[config.mk]
export PLATFORM = sky130hd
export DESIGN_NAME = comma_framer
export DESIGN_NICKNAME = d
export VERILOG_FILES = /design/src/rtl/framer_pkg.sv /design/src/rtl/framer_datapath.sv /design/src/rtl/framer_control.sv /design/src/rtl/comma_framer.sv
export SDC_FILE = /design/constraint.sdc
export NUM_CORES = 1
export LEC_CHECK = 0
export BUFFER_PORTS_ARGS = -buffer_cell sky130_fd_sc_hd__buf_2
export CORE_UTILIZATION = 50
export DETAILED_ROUTE_END_ITERATION = 8
export MAX_ROUTING_LAYER = met4
export PLACE_DENSITY = 0.71
export SLEW_MARGIN = 20
export SYNTH_ARGS = -nofsm -noshare
export SYNTH_HDL_FRONTEND = slang
export SYNTH_SLANG_ARGS = --single-unit
export TNS_END_PERCENT = 5
[constraint.sdc]
create_clock -name clk -period 4.71 [get_ports clk]
set_input_delay 0.942 -clock clk [delete_from_list [all_inputs] [get_ports clk]]
set_output_delay 0.942 -clock clk [all_outputs]
set_load 0.02 [all_outputs]
[src/rtl/framer_pkg.sv]
package framer_pkg;
  localparam int CHAR_W  = 10;
  localparam int OFF_W   = $clog2(CHAR_W);
  localparam int COMMA_W = 7;

  // Bit 0 of each constant is the first bit on the line.
  localparam logic [COMMA_W-1:0] COMMA_POS = 7'b1111100;
  localparam logic [COMMA_W-1:0] COMMA_NEG = 7'b0000011;
  localparam logic [CHAR_W-1:0]  K285_POS  = 10'b0101111100;
  localparam logic [CHAR_W-1:0]  K285_NEG  = 10'b1010000011;

  typedef enum logic [1:0] {
    MODE_FAST    = 2'd0,
    MODE_PAIR    = 2'd1,
    MODE_RUN     = 2'd2,
    MODE_RUN_ALT = 2'd3
  } frame_mode_e;

  typedef struct packed {
    logic             load;
    logic [OFF_W-1:0] newOff;
  } align_cmd_t;
endpackage

[src/rtl/framer_datapath.sv]
module framer_datapath
  import framer_pkg::*;
(
  input  logic              clk,
  input  logic              rst,
  input  logic [CHAR_W-1:0] rxWord,
  input  logic              frameSel,
  input  align_cmd_t        cmd,
  output logic              candValid,
  output logic [OFF_W-1:0]  candOff,
  output logic [OFF_W-1:0]  curOff,
  output logic [CHAR_W-1:0] alignedChar,
  output logic              realignPulse
);
  logic [CHAR_W-1:0]   prevWord;
  logic [2*CHAR_W-1:0] window;
  logic [CHAR_W-1:0]   hit;
  logic [OFF_W-1:0]    offReg;
  logic [OFF_W-1:0]    nextOff;

  assign window = {rxWord, prevWord};

  generate
    for (genvar k = 0; k < CHAR_W; k++) begin : g_slot
      logic [CHAR_W-1:0] slice;
      logic              fullHit;
      logic              commaHit;
      assign slice    = window[k +: CHAR_W];
      assign fullHit  = (slice == K285_POS) || (slice == K285_NEG);
      assign commaHit = (slice[COMMA_W-1:0] == COMMA_POS) ||
                        (slice[COMMA_W-1:0] == COMMA_NEG);
      assign hit[k]   = frameSel ? fullHit : commaHit;
    end
  endgenerate

  // Lowest matching offset wins.
  always_comb begin
    candValid = 1'b0;
    candOff   = '0;
    for (int k = CHAR_W - 1; k >= 0; k--) begin
      if (hit[k]) begin
        candValid = 1'b1;
        candOff   = OFF_W'(k);
      end
    end
  end

  assign nextOff = cmd.load ? cmd.newOff : offReg;
  assign curOff  = offReg;

  always_ff @(posedge clk) begin
    if (rst) begin
      prevWord     <= '0;
      offReg       <= '0;
      alignedChar  <= '0;
      realignPulse <= 1'b0;
    end else begin
      prevWord     <= rxWord;
      offReg       <= nextOff;
      alignedChar  <= window[nextOff +: CHAR_W];
      realignPulse <= cmd.load && (cmd.newOff != offReg);
    end
  end
endmodule

[src/rtl/framer_control.sv]
module framer_control
  import framer_pkg::*;
#(
  parameter int PAIR_GAP = 4,
  parameter int RUN_LEN  = 4
) (
  input  logic             clk,
  input  logic             rst,
  input  logic [1:0]       frameMode,
  input  logic             reframeEn,
  input  logic             candValid,
  input  logic [OFF_W-1:0] candOff,
  output align_cmd_t       cmd
);
  localparam int AGE_W = $clog2(PAIR_GAP + 1);
  localparam int RUN_W = $clog2(RUN_LEN + 1);

  frame_mode_e      mode;
  logic             live;
  logic             pendValid;
  logic [OFF_W-1:0] pendOff;
  logic [AGE_W-1:0] pendAge;
  logic             pairHit;
  logic [RUN_W-1:0] runCnt;
  logic [RUN_W-1:0] runNext;
  logic [OFF_W-1:0] runOff;
  logic             runDone;

  assign mode    = frame_mode_e'(frameMode);
  assign live    = candValid && reframeEn;
  assign pairHit = live && pendValid && (candOff == pendOff);

  always_comb begin
    if (!live)
      runNext = '0;
    else if ((runCnt != '0) && (candOff == runOff))
      runNext = runCnt + RUN_W'(1);
    else
      runNext = RUN_W'(1);
    runDone = live && (runNext == RUN_W'(RUN_LEN));
  end

  always_comb begin
    cmd.newOff = candOff;
    case (mode)
      MODE_FAST: cmd.load = live;
      MODE_PAIR: cmd.load = pairHit;
      default:   cmd.load = runDone;
    endcase
  end

  always_ff @(posedge clk) begin
    if (rst || !reframeEn) begin
      pendValid <= 1'b0;
      pendOff   <= '0;
      pendAge   <= '0;
    end else if (pairHit) begin
      pendValid <= 1'b0;
    end else if (live) begin
      pendValid <= 1'b1;
      pendOff   <= candOff;
      pendAge   <= AGE_W'(1);
    end else if (pendValid) begin
      if (pendAge == AGE_W'(PAIR_GAP))
        pendValid <= 1'b0;
      else
        pendAge <= pendAge + AGE_W'(1);
    end
  end

  always_ff @(posedge clk) begin
    if (rst || !reframeEn) begin
      runCnt <= '0;
      runOff <= '0;
    end else begin
      runCnt <= runDone ? '0 : runNext;
      if (live) runOff <= candOff;
    end
  end
endmodule

[src/rtl/comma_framer.sv]
module comma_framer
  import framer_pkg::*;
#(
  parameter int PAIR_SPAN_BITS = 50,
  parameter int RUN_LEN        = 4
) (
  input  logic              clk,
  input  logic              rst,
  input  logic [CHAR_W-1:0] rxWord,
  input  logic [1:0]        frameMode,
  input  logic              frameSel,
  input  logic              reframeEn,
  output logic [CHAR_W-1:0] alignedChar,
  output logic [OFF_W-1:0]  boundaryOff,
  output logic              realignPulse
);
  localparam int PAIR_GAP = PAIR_SPAN_BITS / CHAR_W - 1;

  align_cmd_t       cmd;
  logic             candValid;
  logic [OFF_W-1:0] candOff;

  framer_datapath u_dp (
    .clk(clk), .rst(rst), .rxWord(rxWord), .frameSel(frameSel), .cmd(cmd),
    .candValid(candValid), .candOff(candOff), .curOff(boundaryOff),
    .alignedChar(alignedChar), .realignPulse(realignPulse)
  );

  framer_control #(.PAIR_GAP(PAIR_GAP), .RUN_LEN(RUN_LEN)) u_ctl (
    .clk(clk), .rst(rst), .frameMode(frameMode), .reframeEn(reframeEn),
    .candValid(candValid), .candOff(candOff), .cmd(cmd)
  );
endmodule

==> run_results.csv <==
group,metric,value,unit
setup_path,rrSetupSlack,0.25,ns
setup_path,cp_num_buf_inv,3,
synth,synth_mux_area_frac,0.04639,
synth,yosys.area_share.adder,0.01395,
synth,synth_top_cell_area_share,0.2232,
final_layout,final_cells,627,
timing,worst_slew_pin_slew,0.9865,ns
synth,synth_nets,440,
synth,syn_avg_cell_area,8.541,um2
synth,synth_area_leaders,"dfxtp_1 22%, nand2_1 3.9%, a211o_1 3.2%",
final_layout,final_area,4619,um2
floorplanning,die_area,7517,um2
setup_path,path_max_fanout,5,
route,vias,3832,
setup_path,critPathRequiredTime,4.87,ns
synth,synthTopCellsByCount,"40 x dfxtp_1, 37 x nand2_1, 25 x nor2_1",
timing,relSlewSlack,0.3373,
final_layout,areaGrowthSynthToFinish,28.78,%
clock_tree,cts_tree,"built",
timing,drv_slew,0,
placement,placed_area,4446,um2
power,p_leak,1.863,nW
synth,ys.flop_type,"dfxtp_1",
synth,synth_seq_cells,40,
clock_tree,clkLatencyLatePin,0.29,ns
global_routing,grt_pass1_vias,3663,
setup_path,critPathTopFamily,"compound AO/OA/AOI/OAI gates",
setup_path,crit_cells,15,
clock_tree,cts_inserted_buffers,5,
placement,place_congestion,0.9048,
power,ir_drop,0.0001338,V
global_routing,grtUsageMet3,0.02762,
floorplanning,initial_core_util,0.5222,
global_routing,grt_max_degree,24,
final_layout,num_antenna_cells,0,
route,dr.pass1.iters,8,
floorplanning,boundaryPins,31,
floorplanning,rows,30,
worst_hold_path,min_from,"u_ctl.pendAge[2]",
placement,io_buffers,30,
timing,fmax,218.2,MHz
final_layout,drive_gt1_frac,0.3691,
global_routing,grt_use_met2,0.4986,
timing,period_share,0.9730,
setup_path,cp-start-kind,"input port",
floorplanning,die_h,86.70,um
timing,finalHoldViolCount,0,
synth,synth-simple-area-share,0.3108,
setup_path,ff2ff_path_depth,14,
timing,fin_skew,0.003889,ns
job,drv_cap,0,
global_routing,antenna_found_initial,0,
route,avgViaCountPerCell,6.112,
synth,yosys_warnings,0,
setup_path,slowest_delay,0.47,ns
clock_tree,clock_path_buffers,2,
setup_path,rr_startpoint,"u_dp.g_slot[0].slice[7]",
route,antenna_left,0,
global_routing,met1_usage,0.4014,
setup_path,cp_slowest_cell,"a2111oi_4",
final_layout,nets,550,
global_routing,grt_overflow,0,
route,drt-initial-drc-count,310,
synth,syn-cell-area,3587,um2
placement,dpl.hpwl,8.323,mm
floorplanning,die_w,86.70,um
setup_path,path_cells,"buf_2 -> or3b_1 -> a2111oi_4 -> nor4_4 -> a311oi_2 -> buf_4 -> xnor2_1 -> o2111ai_4 -> a211oi_4 -> buf_4 -> o21ai_2 -> o21ai_2 -> mux2_2 -> o2111a_1 -> or4_1",
synth,synth.most_common_cell,"dfxtp_1",
synth,yosysTopAreaCell,"dfxtp_1",
global_routing,grt_pass1_wl,17.79,mm
route,drc,0,
synth,syn_inst,420,
synth,synth_edf_count,0,
final_layout,fillers,575,
power,p_per_area,165.4,nW/um2
clock_tree,numClockSinks,40,
floorplanning,core_area,6869,um2
placement,dp_cells,615,
setup_path,rr_endpoint,"u_dp.alignedChar[2]",
worst_hold_path,hp-class,"reg2reg",
worst_hold_path,holdPathEnd,"u_ctl.pendAge[2]",
global_routing,grt-busiest-layer,"met2",
final_layout,final_util,0.6725,
synth,async_reset_ff_frac,0,
route,routedWlPerCell,17.40,um
global_routing,grtUsageTotal,0.3082,
clock_tree,hold_buffers,0,
synth,synth.distinct_cells,87,
synth,ys_seq_area_frac,0.2232,
worst_hold_path,holdPathStages,2,
setup_path,critPathKind,"in2reg",
timing,rsz0062_at_grt,"false",
clock_tree,cts-root-buf,"clkbuf_8",
setup_path,critPathCaptureType,"register",
synth,synth_compound_area_frac,0.3219,
clock_tree,path_clk_slew,0.07,ns
route,wl,10.91,mm
timing,fin_crit,4.583,ns
setup_path,arrival,4.75,ns
timing,finalSetupViolCount,0,
synth,synth_top_family_by_area,"compound AO/OA/AOI/OAI gates",
synth,synthXorXnorAreaFrac,0.01953,
timing,finalSetupTns,0,ns
status,outcome,"finished, final reports clean",
clock_tree,cts_max_level,2,
tightest hold or removal path: stages, from the launching register on:
cell and delay, ns:
dfxtp_1 0.32, o21ai_0 0.07, a21oi_1 0.06
through the flow:
stage | total power (W) | setup slack (ns) | hold WS, ns
after detailed placement | 0.0005299 | -0.2178 | 0.4861
final | 0.0007643 | 0.1273 | 0.4963
after global placement | 0.0005273 | -0.09253 | 0.4691
after global routing | 0.0007976 | 0.01515 | 0.5175
after CTS | 0.0007624 | 0.06306 | 0.5009
after floorplan | 0.0004609 | 0.04935 | 0.4547
area by class of cell:
type                       count  area [um2]  share of cell area
clock buffer                   8       90.09             0.01950
inverter                      10       37.54            0.008126
multi-input combinational    335        2610              0.5650
sequential                    40       800.8              0.1733
tap                           96       120.1             0.02600
timing repair buffer         138       960.9              0.2080
cells in the final DEF (no fill, tap or decap), types with 7 or more instances in the layout:
master,instances
nor3b_1,8
a22oi_1,9
nor2b_1,16
inv_1,10
mux2i_1,11
buf_4,108
nand2b_1,8
nor2_1,25
a211oi_1,10
dfxtp_1,40
a21oi_1,11
buf_2,30
nand3_1,7
nor4b_1,8
a211o_1,13
nand3b_1,11
nand2_1,36
power by group:
part / internal (W) / total [W] / switching [W]
clock network: 0.000120 / 0.000236 / 0.000116
registers: 0.000347 / 0.000360 / 0.0000129
logic: 0.0000772 / 0.000168 / 0.0000913
total: 0.000544 / 0.000764 / 0.000220
state kept, by name, indices dropped and copies added, names as in the netlist:
register and flops:
u_ctl.pendAge 3, u_ctl.pendOff 4, u_ctl.pendValid 1, u_ctl.runCnt 3, u_ctl.runOff 4, u_dp.alignedChar 10
u_dp.curOff 4, u_dp.g_slot.slice 10, u_dp.realignPulse 1
layer usage:
metal,part of all wire,vias up
li1,-,1837
met3,0.056,25
met1,0.44,1829
met4,0.025,0
met2,0.48,141
met5,0,-
cells by family after synthesis:
| family | count (synthesis) |
|---|---|
| and+or+nand+nor | 184 |
| xor gates and xnor gates | 8 |
| buffers and inverters | 45 |
| adders and majority gates | 4 |
| DFF | 40 |
| muxes | 16 |
| AOI/OAI and AO/OA | 123 |
how the worst max path moves through the flow:
| stage | to | from | slack, ns |
|---|---|---|---|
| 3_5_place_dp | u_dp.alignedChar[2] | rxWord[4] | -0.22 |
| 3_3_place_gp | u_dp.alignedChar[2] | rxWord[4] | -0.09 |
| 4_1_cts | u_dp.alignedChar[2] | rxWord[4] | 0.06 |
| 6_report | u_dp.alignedChar[2] | rxWord[4] | 0.13 |
| 2_1_floorplan | u_dp.alignedChar[7] | rxWord[6] | 0.05 |
| 5_1_grt | u_dp.alignedChar[2] | rxWord[4] | 0.02 |
repair_timing:
action,CTS,global route
endpoints found under the setup margin,0,8
buffers inserted,0,4
gates resized for setup,0,8
Note: power is estimated with default switching activity, not from simulation.
